`config.mk`:
```
export PLATFORM = sky130hd
export DESIGN_NAME = motion_event_engine
export DESIGN_NICKNAME = d
export VERILOG_FILES = /design/src/rtl/motion_pkg.sv /design/src/rtl/me_regs.sv /design/src/rtl/me_detector.sv /design/src/rtl/me_link_seq.sv /design/src/rtl/motion_event_engine.sv
export SDC_FILE = /design/constraint.sdc
export NUM_CORES = 1
export LEC_CHECK = 0
export ABC_AREA = 1
export CELL_PAD_IN_SITES_DETAIL_PLACEMENT = 1
export CELL_PAD_IN_SITES_GLOBAL_PLACEMENT = 1
export CORE_AREA = 2 2 175 177
export DETAILED_ROUTE_END_ITERATION = 8
export DIE_AREA = 0 0 177 179
export PLACE_DENSITY = 0.9
export SKIP_LAST_GASP = 1
export SYNTH_ARGS = -nofsm -noshare
export SYNTH_HDL_FRONTEND = slang
export SYNTH_SLANG_ARGS = --single-unit
```
`constraint.sdc`:
```
create_clock -name clk -period 5.4 [get_ports clk]
set_clock_uncertainty 0.2 [all_clocks]
set_input_delay 0.81 -clock clk [delete_from_list [all_inputs] [get_ports clk]]
set_output_delay 0.81 -clock clk [all_outputs]
set_load 0.01 [all_outputs]
```
`src/rtl/motion_pkg.sv`:
```
package motion_pkg;

  localparam logic [7:0] ADDR_STATUS     = 8'h0B;
  localparam logic [7:0] ADDR_ACT_THR    = 8'h20;
  localparam logic [7:0] ADDR_INACT_THR  = 8'h21;
  localparam logic [7:0] ADDR_INACT_TIME = 8'h22;
  localparam logic [7:0] ADDR_CTRL       = 8'h27;

  typedef struct packed {
    logic [1:0] spare;
    logic [1:0] link;
    logic       inact_ref;
    logic       inact_en;
    logic       act_ref;
    logic       act_en;
  } ctrl_t;

  typedef enum logic [1:0] {
    SEQ_FREE,
    SEQ_LINKED,
    SEQ_LOOPED
  } seq_mode_e;

  typedef enum logic [1:0] {
    ST_ACT,
    ST_ACT_WAIT,
    ST_INACT,
    ST_INACT_WAIT
  } seq_state_e;

endpackage

```
`src/rtl/me_regs.sv`:
```
module me_regs
  import motion_pkg::*;
#(
  parameter int TW = 8
) (
  input  logic          clk,
  input  logic          rst,
  input  logic          reg_we,
  input  logic          reg_re,
  input  logic [7:0]    reg_addr,
  input  logic [7:0]    reg_wdata,
  output logic [7:0]    reg_rdata,
  output ctrl_t         ctrl,
  output logic [TW-1:0] act_thr,
  output logic [TW-1:0] inact_thr,
  output logic [TW-1:0] inact_time,
  input  logic          act_evt,
  input  logic          inact_evt,
  input  logic          loop_mode,
  output logic          act_flag,
  output logic          inact_flag,
  output logic          awake
);

  logic status_rd;
  assign status_rd = reg_re && (reg_addr == ADDR_STATUS);

  always_ff @(posedge clk) begin
    if (rst) begin
      ctrl       <= '0;
      act_thr    <= '0;
      inact_thr  <= '0;
      inact_time <= '0;
    end else if (reg_we) begin
      case (reg_addr)
        ADDR_CTRL:       ctrl       <= ctrl_t'({2'b00, reg_wdata[5:0]});
        ADDR_ACT_THR:    act_thr    <= reg_wdata[TW-1:0];
        ADDR_INACT_THR:  inact_thr  <= reg_wdata[TW-1:0];
        ADDR_INACT_TIME: inact_time <= reg_wdata[TW-1:0];
        default: ;
      endcase
    end
  end

  always_ff @(posedge clk) begin
    if (rst) begin
      reg_rdata <= '0;
    end else if (reg_re) begin
      case (reg_addr)
        ADDR_CTRL:       reg_rdata <= ctrl;
        ADDR_ACT_THR:    reg_rdata <= 8'(act_thr);
        ADDR_INACT_THR:  reg_rdata <= 8'(inact_thr);
        ADDR_INACT_TIME: reg_rdata <= 8'(inact_time);
        ADDR_STATUS:     reg_rdata <= {1'b0, awake, 4'b0000, inact_flag, act_flag};
        default:         reg_rdata <= '0;
      endcase
    end
  end

  always_ff @(posedge clk) begin
    if (rst) begin
      act_flag   <= 1'b0;
      inact_flag <= 1'b0;
      awake      <= 1'b0;
    end else begin
      act_flag   <= act_evt   | (act_flag   & ~loop_mode & ~status_rd);
      inact_flag <= inact_evt | (inact_flag & ~loop_mode & ~status_rd);
      if (act_evt)
        awake <= 1'b1;
      else if (inact_evt)
        awake <= 1'b0;
    end
  end

  a_r1_spare_zero: assert property (@(posedge clk) disable iff (rst)
    (reg_re && reg_addr == ADDR_CTRL) |=> (reg_rdata[7:6] == 2'b00));

  a_r6_read_clears: assert property (@(posedge clk) disable iff (rst)
    (status_rd && !act_evt && !inact_evt) |=> (!act_flag && !inact_flag));

  a_r6_awake_on_act: assert property (@(posedge clk) disable iff (rst)
    act_evt |=> awake);

  a_r8_loop_pulse: assert property (@(posedge clk) disable iff (rst)
    (loop_mode && act_flag && !act_evt) |=> !act_flag);

endmodule

```
`src/rtl/me_detector.sv`:
```
module me_detector #(
  parameter int DW     = 12,
  parameter int AXES   = 3,
  parameter int TW     = 8,
  parameter bit IS_ACT = 1'b1
) (
  input  logic                 clk,
  input  logic                 rst,
  input  logic                 active,
  input  logic                 ref_mode,
  input  logic [TW-1:0]        thr,
  input  logic [TW-1:0]        dwell,
  input  logic                 smp_valid,
  input  logic [AXES*DW-1:0]   smp_data,
  output logic                 evt
);

  localparam int MW = DW + 1;

  logic            prev_active;
  logic            need_ref;
  logic            arm;
  logic            take_ref;
  logic            judge;
  logic [AXES-1:0] over;

  assign arm      = active & ~prev_active;
  assign take_ref = active & smp_valid & (arm | need_ref);
  assign judge    = active & smp_valid & ~(ref_mode & (arm | need_ref));

  always_ff @(posedge clk) begin
    if (rst) begin
      prev_active <= 1'b0;
      need_ref    <= 1'b0;
    end else begin
      prev_active <= active;
      need_ref    <= active & (arm | need_ref) & ~smp_valid;
    end
  end

  for (genvar i = 0; i < AXES; i++) begin : g_axis
    logic signed [DW-1:0] s_ax;
    logic signed [DW-1:0] r_ax;
    logic signed [MW-1:0] diff;
    logic        [MW-1:0] mag;

    assign s_ax = smp_data[i*DW +: DW];

    always_ff @(posedge clk) begin
      if (rst)
        r_ax <= '0;
      else if (take_ref)
        r_ax <= s_ax;
    end

    assign diff    = ref_mode ? (MW'(s_ax) - MW'(r_ax)) : MW'(s_ax);
    assign mag     = diff[MW-1] ? $unsigned(-diff) : $unsigned(diff);
    assign over[i] = mag > MW'(thr);
  end

  if (IS_ACT) begin : g_act
    logic unused_dwell;
    assign unused_dwell = ^dwell;
    assign evt = judge & (|over);
  end else begin : g_inact
    logic [TW-1:0] cnt_q;
    logic [TW-1:0] cnt_base;
    logic [TW:0]   need;
    logic [TW:0]   nxt;

    assign need     = (dwell == '0) ? (TW+1)'(1) : {1'b0, dwell};
    assign cnt_base = arm ? '0 : cnt_q;
    assign nxt      = {1'b0, cnt_base} + (TW+1)'(1);
    assign evt      = judge & ~(|over) & (nxt >= need);

    always_ff @(posedge clk) begin
      if (rst || !active)
        cnt_q <= '0;
      else if (judge)
        cnt_q <= ((|over) || evt) ? '0 : nxt[TW-1:0];
      else
        cnt_q <= cnt_base;
    end

    a_r3_over_restarts: assert property (@(posedge clk) disable iff (rst)
      (judge && (|over)) |=> (cnt_q == '0));
  end

  a_r2_evt_on_valid: assert property (@(posedge clk) disable iff (rst)
    evt |-> (active && smp_valid));

  a_r4_ref_sample_silent: assert property (@(posedge clk) disable iff (rst)
    (ref_mode && take_ref) |-> !evt);

endmodule

```
`src/rtl/me_link_seq.sv`:
```
module me_link_seq
  import motion_pkg::*;
(
  input  logic       clk,
  input  logic       rst,
  input  logic       act_en,
  input  logic       inact_en,
  input  logic [1:0] link,
  input  logic       act_evt,
  input  logic       inact_evt,
  input  logic       act_flag,
  input  logic       inact_flag,
  output logic       act_active,
  output logic       inact_active,
  output logic       loop_mode
);

  seq_mode_e  mode;
  seq_state_e st;

  always_comb begin
    mode = SEQ_FREE;
    if (act_en && inact_en) begin
      if (link == 2'b01)
        mode = SEQ_LINKED;
      else if (link == 2'b11)
        mode = SEQ_LOOPED;
    end
  end

  always_ff @(posedge clk) begin
    if (rst || mode == SEQ_FREE) begin
      st <= ST_ACT;
    end else begin
      case (st)
        ST_ACT:        if (act_evt)     st <= (mode == SEQ_LOOPED) ? ST_INACT : ST_ACT_WAIT;
        ST_ACT_WAIT:   if (!act_flag)   st <= ST_INACT;
        ST_INACT:      if (inact_evt)   st <= (mode == SEQ_LOOPED) ? ST_ACT : ST_INACT_WAIT;
        ST_INACT_WAIT: if (!inact_flag) st <= ST_ACT;
        default:                        st <= ST_ACT;
      endcase
    end
  end

  assign act_active   = (mode == SEQ_FREE) ? act_en   : (st == ST_ACT);
  assign inact_active = (mode == SEQ_FREE) ? inact_en : (st == ST_INACT);
  assign loop_mode    = (mode == SEQ_LOOPED);

  a_r7_one_armed: assert property (@(posedge clk) disable iff (rst)
    (mode != SEQ_FREE) |-> !(act_active && inact_active));

  a_r7_hold_for_ack: assert property (@(posedge clk) disable iff (rst)
    (mode == SEQ_LINKED && st == ST_ACT_WAIT && act_flag) |=> (st == ST_ACT_WAIT));

  a_r8_loop_advance: assert property (@(posedge clk) disable iff (rst)
    (mode == SEQ_LOOPED && st == ST_ACT && act_evt) |=> (st == ST_INACT));

endmodule

```
`src/rtl/motion_event_engine.sv`:
```
module motion_event_engine
  import motion_pkg::*;
#(
  parameter int DW   = 12,
  parameter int AXES = 3,
  parameter int TW   = 8
) (
  input  logic               clk,
  input  logic               rst,
  input  logic               reg_we,
  input  logic               reg_re,
  input  logic [7:0]         reg_addr,
  input  logic [7:0]         reg_wdata,
  output logic [7:0]         reg_rdata,
  input  logic               smp_valid,
  input  logic [AXES*DW-1:0] smp_data,
  output logic               int_act,
  output logic               int_inact
);

  ctrl_t         ctrl;
  logic [TW-1:0] act_thr;
  logic [TW-1:0] inact_thr;
  logic [TW-1:0] inact_time;
  logic          act_evt;
  logic          inact_evt;
  logic          act_flag;
  logic          inact_flag;
  logic          awake;
  logic          act_active;
  logic          inact_active;
  logic          loop_mode;

  me_regs #(.TW(TW)) u_regs (
    .clk        (clk),
    .rst        (rst),
    .reg_we     (reg_we),
    .reg_re     (reg_re),
    .reg_addr   (reg_addr),
    .reg_wdata  (reg_wdata),
    .reg_rdata  (reg_rdata),
    .ctrl       (ctrl),
    .act_thr    (act_thr),
    .inact_thr  (inact_thr),
    .inact_time (inact_time),
    .act_evt    (act_evt),
    .inact_evt  (inact_evt),
    .loop_mode  (loop_mode),
    .act_flag   (act_flag),
    .inact_flag (inact_flag),
    .awake      (awake)
  );

  me_link_seq u_seq (
    .clk          (clk),
    .rst          (rst),
    .act_en       (ctrl.act_en),
    .inact_en     (ctrl.inact_en),
    .link         (ctrl.link),
    .act_evt      (act_evt),
    .inact_evt    (inact_evt),
    .act_flag     (act_flag),
    .inact_flag   (inact_flag),
    .act_active   (act_active),
    .inact_active (inact_active),
    .loop_mode    (loop_mode)
  );

  me_detector #(.DW(DW), .AXES(AXES), .TW(TW), .IS_ACT(1'b1)) u_act_det (
    .clk       (clk),
    .rst       (rst),
    .active    (act_active),
    .ref_mode  (ctrl.act_ref),
    .thr       (act_thr),
    .dwell     (inact_time),
    .smp_valid (smp_valid),
    .smp_data  (smp_data),
    .evt       (act_evt)
  );

  me_detector #(.DW(DW), .AXES(AXES), .TW(TW), .IS_ACT(1'b0)) u_inact_det (
    .clk       (clk),
    .rst       (rst),
    .active    (inact_active),
    .ref_mode  (ctrl.inact_ref),
    .thr       (inact_thr),
    .dwell     (inact_time),
    .smp_valid (smp_valid),
    .smp_data  (smp_data),
    .evt       (inact_evt)
  );

  assign int_act   = act_flag;
  assign int_inact = inact_flag;

  a_r6_awake_on_inact: assert property (@(posedge clk) disable iff (rst)
    (inact_evt && !act_evt) |=> !awake);

endmodule

```
-- Yosys cells after proc, flatten, opt, wreduce, memory -nomap -nowiden
Index checks and enable logic that the tools add are counted.
- bits in registers: 127
- latch bits: 0
- memory bits (writable): 0
- memory bits (read-only): 0
- input port bits: 57
- output and inout bits: 10
- logic and storage cells: 140
- memories: 0
- add/sub/neg operators: 13
- multipliers: 0
- divide/modulo/power cells: 0
- order comparisons: 7
- equality and inequality tests: 15
- shift operators: 0
- mux-type cells: 31
- bitwise operators: 33
- reductions and logical operators: 17
- operators by type and width (kind ; count):
    13-bit two-way mux ; 12
    13-bit by 8-bit greater-than comparator with 1-bit output ; 6
    13-bit negator ; 6
    12-bit by 12-bit subtractor with 13-bit output ; 6
    8-bit one-hot mux with 5 select lines ; 1
    8-bit by 6-bit == test with 1-bit output (second input constant) ; 4
    8-bit two-way mux ; 4
    1-bit AND ; 21
    2-bit two-way mux ; 9
    8-bit by 1-bit adder with 9-bit output (second input constant) ; 1
    9-bit >= comparator ; 1
    2-bit == test (second input constant) ; 4
    8-bit by 4-bit == test with 1-bit output (second input constant) ; 1
    8-bit zero test ; 1
    1-bit inverter ; 8
    2-bit one-hot mux with 4 select lines ; 1
    2-bit AND reduction ; 4
    2-bit != test (second input constant) ; 3
    3-bit OR reduction ; 2
    2-bit by 1-bit == test with 1-bit output (second input constant) ; 2
    2-bit zero test ; 2
    1-bit two-way mux ; 4
    1-bit bitwise OR ; 4
    4-bit AND reduction ; 1
    other kinds (5) ; 8

-- Logic depth before layout (Yosys ltp)
Gate-level depths: netlist of the first run.
- depth after elaboration: 16
- depth in mapped cells: 38
- mapped depth without buffers: 37

-- Modules after synthesis
From an unflattened synthesis of the first run, not the netlist that was laid out.
- cells, all modules: 2211
- area, all modules: 13670.6 µm²
- modules (own cells, without submodules) (module ; instances ; cells an instance ; area each (µm²) ; seq. area each (µm²)):
    me_detector (u_inact_det) ; 1 ; 1017 ; 5978.2 ; 920.9
    me_detector (u_act_det) ; 1 ; 910 ; 5436.5 ; 760.7
    me_regs ; 1 ; 245 ; 2049.5 ; 820.8
    me_link_seq ; 1 ; 39 ; 206.4 ; 40.0

-- Least setup slack after synthesis of the first run
OpenSTA, ideal clock, no wires.
- kind: input port to flip-flop
- start: input port smp_data[0]
- end: register u_seq.st[0]
- library setup time: 0.113 ns
- arrival time: 4.244 ns
- data required time: 5.087 ns
- slack: 0.843 ns
- cell stages on the path: 35
- buffers on the path: 1
- path through: inv_1 -> ha_1 -> fa_1 -> inv_1 -> nand3_1 -> nand2_1 -> nand3_1 -> nand2_1 -> nand2_1 -> nand2_1 -> nand2_1 -> nand2_1 -> nand2_1 -> buf_2 -> nand2_1 -> xor2_1 -> inv_1 -> ha_1 -> a21oi_1 -> o21a_1 -> o31ai_1 -> nand3_1 -> nand2_1 -> a21oi_1 -> nor2_1 -> nor2_1 -> nand2_1 -> nor2_1 -> nand2_1 -> nor2_1 -> nand3_1 -> nand2_2 -> nand3_1 -> o21ai_1 -> inv_1
- longest elaborated chain between the ends: 11
- elaborated cells between the ends (all ways): 19
- classes of those cells: 4 x add/sub; 2 x order compare; 2 x eq/ne; 4 x mux; 4 x bitwise; 3 x reduce/logical
- RTL lines (what ; line ; text):
    start: declaration ; motion_event_engine.sv:16 ; input logic [AXES*DW-1:0] smp_data,
    12-bit by 12-bit subtractor with 13-bit output ; me_detector.sv:56 ; assign diff = ref_mode ? (MW'(s_ax) - MW'(r_ax)) : MW'(s_ax);
    13-bit two-way mux ; me_detector.sv:56 ;
    13-bit negator ; me_detector.sv:57 ; assign mag = diff[MW-1] ? $unsigned(-diff) : $unsigned(diff);
    13-bit two-way mux ; me_detector.sv:57 ;
    13-bit by 8-bit greater-than comparator with 1-bit output ; me_detector.sv:58 ; assign over[i] = mag > MW'(thr);
    3-bit OR reduction ; me_detector.sv:74 ; assign evt = judge & ~(|over) & (nxt >= need);
    1-bit inverter ; me_detector.sv:74 ;
    1-bit AND (2 in series) ; me_detector.sv:74 ;
    2-bit by 1-bit != test with 1-bit output (no line) ; n/a ;
    4-bit AND reduction (no line) (*) ; n/a ;
    end signal: assignment ; me_link_seq.sv:36 ; ST_ACT: if (act_evt) st <= (mode == SEQ_LOOPED) ? ST_INACT : ST_ACT_WAIT;
    end signal: assignment ; me_link_seq.sv:38 ; ST_INACT: if (inact_evt) st <= (mode == SEQ_LOOPED) ? ST_ACT : ST_INACT_WAIT;
    end: declaration ; me_link_seq.sv:19 ; seq_state_e st;
Every way passes the cells marked *; elsewhere a longest branch is shown, timed or not.
A chain may end at the register's enable or synchronous reset.

-- Final worst setup path of the first run
Ends and elaborated chain as after synthesis.

==> metrics.sh, run 1 <==
VIA_COUNT_OF_THE_FIRST_GLOBAL_ROUTING_PASS=16054
MAX-VDD-IR-DROP_mV=0.227
WORSTMARGINPINSLEW_NS=0.866
SYNTH_CELL_TYPE_COUNT=47
PLACEABLECOREAREA_UM2=30000
CRIT_PATH_MAX_INCR_DELAY_NS=0.46
WORSTSETUPSTARTPOINTTYPE='input pin'
HOLD_END='u_act_det.g_axis[0].r_ax[6]$_SDFFE_PP0P_'
SYNTH_SEQ_CELLS=127
TMIN_FINAL_NS=5.55
SYNTH_TOP_CELLS_BY_COUNT='sky130_fd_sc_hd__nand2_1 (580), sky130_fd_sc_hd__inv_1 (341), sky130_fd_sc_hd__nand3_1 (203)'
CRITICAL-PATH-TOP-CELL-BY-COUNT='sky130_fd_sc_hd__nand2_1'
SYNTH-EDFF-COUNT=0
POSTLAYOUTCELLAREA_UM2=15300
GRT_MAX_DEGREE=70
MAXCLOCKFREQUENCY_MHz=180
ROUTED_WIRELENGTH_UM=54700
WORSTHOLDSTART='u_act_det.g_axis[0].r_ax[6]$_SDFFE_PP0P_'
CRIT_SLOWEST_CELL='sky130_fd_sc_hd__clkdlybuf4s50_1'
TIMING.SLEW.HEADROOM_PCT=41.7
MIN_PATH_TYPE='reg2reg'
DETAILEDROUTE.FIRSTITERATIONVIOLATIONS=1344
SYNTH.YOSYS.SEQ_AREA_SHARE_PCT=20.1
TIMING.HOLD.WORST_PATH_DEPTH=2
TOTAL_OVERFLOW_REPORTED_BY_THE_GLOBAL_ROUTER=0
TIMING_MAX_TRANSITION_VIOLATIONS_FINAL=0
BOUNDARYPINS=67
LAYOUT-AREA-OVERHEAD-VS-SYNTH_PCT=21.0
DPL.HPWL_UM=36700
CTS_INSERTED_BUFFERS=17
CP.REQUIRED_NS=5.56
YOSYS_MOST_USED_DFF='sky130_fd_sc_hd__dfxtp_1'
POWER.STATIC_LEAKAGE_uW=0.00729
CLOCK_INSERTION_DELAY_WORST_SKEW_NS=0.47
DIE_HEIGHT_UM=179
CLK_ROOT_BUFFER_CELL='sky130_fd_sc_hd__clkbuf_16'
GLOBAL_ROUTE_WIRE_LENGTH_BEFORE_REPAIR_UM=78500
FILLERINSTANCES=4096
FINAL.PERIOD_UTILIZATION_PCT=103
TRITONCTS_NUM_SINKS=127
CRIT-REG2REG-LAUNCH='u_inact_det.g_axis[1].r_ax[0]$_SDFFE_PP0P_'
ROUTE.DETAILED.WL_PER_INST_UM=20.4
WORST_SETUP_HOLD_PATH_CLK_SLEW_NS=0.07
DESIGN.DIE.AREA_UM2=31700
VIOLATIONS='setup timing'
SYNTH_MOST_COMMON_CELL='sky130_fd_sc_hd__nand2_1'
GRT_ANTENNA_BEFORE_REPAIR=0
SYN-NUM-NETS=2319
ROUTE.DETAILED.VIAS_PER_INST=5.93
DRT_DRC=0
FIN_HOLD_WS_NS=0.257
SYNTHESIZED_AREA_PER_CELL_UM2=5.97
SYNTH.LARGEST_AREA_CELL='sky130_fd_sc_hd__dfxtp_1'
CRITPATHCAPTURETYPE='register'
CTS_TREE='done'
POST_SYNTH_MAIN_AREA_CONTRIBUTORS='sky130_fd_sc_hd__dfxtp_1 (20%), sky130_fd_sc_hd__nand2_1 (17%), sky130_fd_sc_hd__ha_1 (13%)'
STATUS='finished with violations'
CRIT_PATH_MAX_FANOUT=4
DETAIL-ROUTE-ANTENNA-NETS=0
NETS=2468
CRITPATHARRIVALTIME_NS=5.71
FINAL_COUNT_OF_HOLD_TIMING_VIOLATIONS=0
NUM_VIAS=15898
YOSYS_WARNING_COUNT=0
P_PER_AREA_nW_PER_UM2=194
DRT_PASS1_ITERATIONS=6
CP.BUFFERS_INVERTERS=7
SYNTHESIS.INSTANCES=2121
TRACK_USAGE_PCT=31.1
LAYOUT-DRIVE-GT1-SHARE_PCT=10.5
R2R_SETUP_SLACK_NS=0.21
GLOBALPLACE.CONGESTION=0.902
INITIAL_CORE_UTIL_PCT=42.1
SYNTHDOMINANTCELLAREASHARE_PCT=20.1
WORST_R2R_ENDPOINT='u_inact_det.g_inact.cnt_q[7]$_SDFF_PP0_'
TIMING.REG2REG.WORST_PATH_DEPTH=28
WORSTSETUPPATHTYPE='in2reg'
FINAL.SETUP.WORST_SLACK_NS=-0.152
RSZ0062_AT_GRT='true'
SYNTH-ASYNC-RESET-RATIO_PCT=0
CTS.HTREE.LEVELS=4
IO_BUFFER_COUNT=66
DIE_W_UM=177
MAX_CAP_VIOL_COUNT=0
CTS.PATH.MAX_BUFFERS=2
SYN-CELL-AREA_UM2=12700
CRITICAL-PATH-TOP-DELAY-FAMILY='simple AND/OR/NAND/NOR gates'
POSTPLACECELLAREA_UM2=14400
REPORT.FINAL.SETUP_VIOL=10
NUM_ROWS=64
ANTENNA_CELLS_INSERTED=0
[final cells by class]
class	count	area (um^2)	area share, %
timing repair buffer	182	1540	10.1
multi-input combinational	1594	8830	57.7
inverter	348	1310	8.54
clock inverter	15	168	1.09
tap	396	495	3.23
clock buffer	17	425	2.78
sequential	127	2540	16.6
[report_power, final]
group	internal (uW)	leakage [uW]	total, uW	switching (uW)
sequential	937	0.00102	938	0.818
clock	660	0.000287	1240	584
combinational	289	0.00598	784	495
total	1890	0.00729	2970	1080
[registers in the layout (all words and copies together), names as in the netlist]
name and flops:
u_act_det.g_axis.r_ax 36, u_act_det.need_ref 1, u_act_det.prev_active 1, u_inact_det.g_axis.r_ax 36, u_inact_det.g_inact.cnt_q 8, u_inact_det.need_ref 1, u_inact_det.prev_active 1, u_regs.act_flag 1
u_regs.act_thr 8, u_regs.awake 1, u_regs.ctrl 6, u_regs.inact_flag 1, u_regs.inact_thr 8, u_regs.inact_time 8, u_regs.reg_rdata 8, u_seq.st 2
[stage by stage]
stage               cells  util, %  setup slack (ns)  power, uW  TNS [ns]
CTS                  2673     50.1           0.00493       2890         0
floorplan            2121        -             0.843       1390         0
global placement     2641     48.0            -0.193       1610     -1.39
global route         2679     51.0            -0.347       3070     -2.58
detailed placement   2641     48.0            -0.752       1650     -8.02
finish               2679     51.0            -0.152       2970    -0.809
[placed cells by master, fill, tap and decap left out, types with 9 or more instances in the layout]
master,instances
sky130_fd_sc_hd__o21ai_1,16
sky130_fd_sc_hd__a21oi_2,11
sky130_fd_sc_hd__a21oi_1,183
sky130_fd_sc_hd__nand2_2,17
sky130_fd_sc_hd__nand3_2,16
sky130_fd_sc_hd__nor2_2,10
sky130_fd_sc_hd__inv_2,9
sky130_fd_sc_hd__clkbuf_16,17
sky130_fd_sc_hd__nand3_1,187
sky130_fd_sc_hd__nor2_1,127
sky130_fd_sc_hd__ha_1,131
sky130_fd_sc_hd__inv_1,337
sky130_fd_sc_hd__o21ai_0,151
sky130_fd_sc_hd__nand4_1,29
sky130_fd_sc_hd__clkdlybuf4s50_1,62
sky130_fd_sc_hd__nor3_1,18
sky130_fd_sc_hd__buf_4,116
sky130_fd_sc_hd__dfxtp_1,125
sky130_fd_sc_hd__o21bai_1,12
sky130_fd_sc_hd__nand2_1,564
sky130_fd_sc_hd__xor2_1,36
[metal layers]
metal / track usage (%) / wire length [um] / up-vias
met5: 0 / 0 / -
li1: - / - / 7207
met2: 55.8 / 26600 / 735
met4: 16.4 / 3250 / 0
met1: 35.2 / 21000 / 7660
met3: 5.24 / 3820 / 296
[timing repair]
item,in CTS,in global routing
setup endpoints to repair,12,13
pin swaps,3,21
resized for setup,9,69
hold buffers,0,0
buffers inserted,0,6
[worst reg2reg max path: cells and delay by family, from the launching register on]
family | cells | cell delay (ns)
xor+xnor | 1 | 0.21
simple gates | 14 | 1.73
flops | 1 | 0.38
buf+inv | 3 | 0.31
fa+ha+maj | 4 | 1.26
compound gates | 6 | 1.03
[worst max-delay path by stage]
stage / start / to / slack, ns / cells after the start
after floorplan: smp_data[0] / u_seq.st[0]$_SDFFE_PP0P_ / 0.84 / 35
after global placement: smp_data[24] / u_seq.st[0]$_SDFFE_PP0P_ / -0.19 / 34
after detailed placement: smp_data[12] / u_seq.st[0]$_SDFFE_PP0P_ / -0.75 / 31
after CTS: smp_data[12] / u_inact_det.g_inact.cnt_q[7]$_SDFF_PP0_ / 0.005 / 30
after global routing: smp_data[5] / u_seq.st[1]$_SDFFE_PP0P_ / -0.35 / 32
final: smp_data[0] / u_seq.st[0]$_SDFFE_PP0P_ / -0.15 / 37
[logic make-up after synthesis]
logic type / share of synthesized area (%)
and+or+nand+nor: 32.9
AOI/OAI and AO/OA: 17.5
buffers and inverters: 12.2
adders and majority gates: 14.3
DFF: 20.1
xor gates and xnor gates: 3.05
Note: power is estimated with default switching activity, not from simulation.
==> run 2, diff against run 1 <==
--- a/config.mk
+++ b/config.mk
@@ -5,14 +5,14 @@
 export SDC_FILE = /design/constraint.sdc
 export NUM_CORES = 1
 export LEC_CHECK = 0
-export ABC_AREA = 1
 export CELL_PAD_IN_SITES_DETAIL_PLACEMENT = 1
 export CELL_PAD_IN_SITES_GLOBAL_PLACEMENT = 1
-export CORE_AREA = 2 2 175 177
+export CORE_AREA = 2 2 180 182
 export DETAILED_ROUTE_END_ITERATION = 8
-export DIE_AREA = 0 0 177 179
-export PLACE_DENSITY = 0.9
+export DIE_AREA = 0 0 182 184
+export PLACE_DENSITY = 0.81
 export SKIP_LAST_GASP = 1
 export SYNTH_ARGS = -nofsm -noshare
 export SYNTH_HDL_FRONTEND = slang
+export SYNTH_HIERARCHICAL = 1
 export SYNTH_SLANG_ARGS = --single-unit
==> run 2 against run 1 <==
Compared with the run above:
- the flow still finishes with violations (setup timing)
- design area grew 14%
- largest cell class unchanged
- critical endpoint is now u_seq/st[1]$_SDFFE_PP0P_
- first-iteration DRC count grew 48%
- highest routed layer unchanged
- sequential power is essentially flat
- utilization grew 4.7 points
- sequential share of layout area shrank 2.1 points
- critical path type unchanged
- clock-buffer cell count is the same
==> metrics.sh, run 2 <==
TOTAL_OVERFLOW_REPORTED_BY_THE_GLOBAL_ROUTER=0  # unchanged
LAYOUT-AREA-OVERHEAD-VS-SYNTH_PCT=40.3
ROUTE.DETAILED.WL_PER_INST_UM=27.6  # +35%
SYNTHESIZED_AREA_PER_CELL_UM2=7.44  # +25%
VIOLATIONS='setup timing'
NETS=2266  # -8.2%
CRIT_SLOWEST_CELL='sky130_fd_sc_hd__a21oi_1'
DETAILEDROUTE.FIRSTITERATIONVIOLATIONS=1990  # +48%
CRIT_START='smp_data[24]'
TRACK_USAGE_PCT=33.3  # +2.2 points
SYNTHESIS.INSTANCES=1674  # -21%
PLACE.DETAILED.INSTANCES=2403  # -9.0%
NUM_VIAS=16616  # +4.5%
REPORT.FINAL.SETUP_VIOL=13  # +3
DIE_HEIGHT_UM=184  # +2.8%
NUM_ROWS=65  # +1.6%
GLOBAL_ROUTE_WIRE_LENGTH_BEFORE_REPAIR_UM=87900  # +12%
WORSTSETUPPATHTYPE='in2reg'
CRIT-REG2REG-LAUNCH='u_inact_det/g_axis[2].r_ax[0]$_SDFFE_PP0P_'
ROUTE.DETAILED.VIAS_PER_INST=6.69  # +13%
LAYOUT-DRIVE-GT1-SHARE_PCT=26.4  # +16 points
INITIAL_CORE_UTIL_PCT=39.7  # -2.5 points
ROUTED_WIRELENGTH_UM=68600  # +26%
POST_CTS_HOLD_BUFFER_COUNT=0  # unchanged
CLK_ROOT_BUFFER_CELL='sky130_fd_sc_hd__clkbuf_16'
CTS.HTREE.LEVELS=4  # unchanged
POWER.STATIC_LEAKAGE_uW=0.00701  # -3.9%
WORSTSETUPSTARTPOINTTYPE='input pin'
FINAL.SETUP.WORST_SLACK_NS=-0.949  # -0.797 ns
CRIT_PATH_MAX_INCR_DELAY_NS=0.77  # +0.31 ns
VIA_COUNT_OF_THE_FIRST_GLOBAL_ROUTING_PASS=16423  # +2.3%
IO_BUFFER_COUNT=66  # unchanged
FINISH.CELL_COUNT_WITHOUT_FILLERS=2483  # -7.3%
DESIGN.DIE.AREA_UM2=33500  # +5.7%
DPL.HPWL_UM=37200  # +1.5%
TOP_REGS='u_act_det/g_axis.r_ax (36), u_inact_det/g_axis.r_ax (36)'
MAX_CAP_VIOL_COUNT=0  # unchanged
MAX-VDD-IR-DROP_mV=0.216  # -4.9%
TIMING.SLEW.HEADROOM_PCT=33.2  # -8.5 points
CRITICAL-PATH-TOP-CELL-BY-COUNT='sky130_fd_sc_hd__buf_4'
LAYOUT.CELLS.MOST_COMMON_LIST='sky130_fd_sc_hd__buf_4 (363), sky130_fd_sc_hd__nand2_1 (224), sky130_fd_sc_hd__inv_1 (133)'
SYN-CELL-AREA_UM2=12500  # -1.6%
FINAL_COUNT_OF_HOLD_TIMING_VIOLATIONS=0  # unchanged
CTS_INSERTED_BUFFERS=17  # unchanged
WORSTMARGINPINSLEW_NS=1.00  # +0.136 ns
GRTUSAGEMET2_PCT=58.1  # +2.3 points
LAYOUT_COMMONEST_CELL='sky130_fd_sc_hd__buf_4'
CRITICAL-PATH-TOP-DELAY-FAMILY='simple AND/OR/NAND/NOR gates'
DP_SLACK_NS=-1.09  # -0.335 ns
SYN-NUM-NETS=1872  # -19%
CTS.PATH.MAX_BUFFERS=2  # unchanged
MAXCLOCKFREQUENCY_MHz=157  # -13%
RSZ0062_AT_GRT='true'
STATUS='finished with violations'
YOSYS_WARNING_COUNT=6  # +6
P_PER_AREA_nW_PER_UM2=181  # -6.8%
GRT.MET1_USAGE_PCT=36.6  # +1.4 points
DETAIL-ROUTE-ANTENNA-NETS=0  # unchanged
PLACEABLECOREAREA_UM2=31400  # +4.5%
MIN_PATH_TYPE='reg2reg'
FINAL.PERIOD_UTILIZATION_PCT=118  # +15 points
WORSTHOLDSTART='u_regs/reg_rdata[6]$_SDFFE_PP0P_'
CRITPATHARRIVALTIME_NS=6.51  # +0.80 ns
DRT_DRC=0  # unchanged
CRITPATHCAPTURETYPE='register'
CLOCK_INSERTION_DELAY_WORST_SKEW_NS=0.47  # about the same
GRT_BUSIEST_LAYER='met2'
CTS_TREE='done'
TMIN_FINAL_NS=6.35  # +0.797 ns
TIMING_MAX_TRANSITION_VIOLATIONS_FINAL=0  # unchanged
ANTENNA_CELLS_INSERTED=0  # unchanged
GLOBAL_ROUTE.USAGE.MET3_PCT=6.44  # +1.2 points
GLOBALPLACE.CONGESTION=0.879  # -2.6%
CP.BUFFERS_INVERTERS=6  # -1
TRITONCTS_NUM_SINKS=127  # unchanged
GRT_ANTENNA_BEFORE_REPAIR=1  # +1
WORST_SETUP_HOLD_PATH_CLK_SLEW_NS=0.07  # about the same
FIN_HOLD_WS_NS=0.258  # +0.00115 ns
CRIT_PATH_MAX_FANOUT=3  # -1
BOUNDARYPINS=67  # unchanged
CP.REQUIRED_NS=5.56  # about the same
DIE_W_UM=182  # +2.8%
DRT_PASS1_ITERATIONS=8  # +2
TOTALNEGATIVESETUPSLACK_NS=-5.20  # -4.39 ns
GRT_MAX_DEGREE=73  # +4.3%
==> run 2: cell count changes in the layout (fill, tap and decap cells not counted), sizes merged, moves of 20 or more <==
cell / previous run / this run
nand2: 583 / 224
buf: 116 / 369
inv: 357 / 143
nand3: 204 / 25
o21ai: 170 / 77
mux2i: 0 / 59
xnor2: 7 / 54
a21oi: 195 / 150
nor2b: 0 / 42
o21a: 4 / 30
and3: 1 / 26
nor3: 19 / 43
a21o: 4 / 24
==> run 2: cell type report <==
cell class	instances	area (um^2)
Timing Repair Buffer	433	3440
Clock buffer	17	425
Clock inverter	15	151
Tap cell	402	503
Sequential cell	127	2540
Multi-Input combinational cell	1354	9890
Inverter	135	519
Fill cell	3765	13900
==> run 2: per-stage QoR <==
stage          cell area [um^2]  total power (uW)  util, %
2_1_floorplan             12500              1360        -
3_3_place_gp              15800              1690     50.5
3_5_place_dp              15800              1740     50.5
4_1_cts                   16900              2970     53.7
5_1_grt                   17500              3240     55.7
6_report                  17500              3160     55.7
==> run 2: routing by layer <==
metal | vias to the layer above | part of all wire [%]
li1 | 6831 | -
met4 | 0 | 9.0
met1 | 7963 | 35
met2 | 1284 | 46
met5 | - | 0
met3 | 538 | 10
==> run 2: timing repair <==
item / 4_1_cts / 5_1_grt
endpoints found under the setup margin: 13 / 7
pin swaps: 40 / 61
buffers inserted: 23 / 27
gates resized for setup: 77 / 110
endpoints found under the hold margin: 0 / 0
==> run 2: worst paths after layout <==
check                                endpoint  slack [ns]  cells past startpoint
min reg2reg  u_regs/reg_rdata[6]$_SDFFE_PP0P_        0.26                      2
max                  u_seq/st[1]$_SDFFE_PP0P_       -0.95                     25
min          u_regs/reg_rdata[6]$_SDFFE_PP0P_        0.26                      2
max reg2reg          u_seq/st[1]$_SDFFE_PP0P_       -0.91                     23
==> run 2: tightest hold or removal path: stages, from the launching register on <==
cell and delay, ns:
sky130_fd_sc_hd__dfxtp_1 0.33, sky130_fd_sc_hd__nand2_1 0.05, sky130_fd_sc_hd__o21ai_0 0.05
==> run 2: report_power, final <==
group	internal (uW)	total, uW	switching [uW]	leakage, uW
Combinational	434	985	551	0.00570
Clock	650	1230	583	0.000285
Sequential	936	937	0.618	0.00102
Total	2020	3160	1130	0.00701
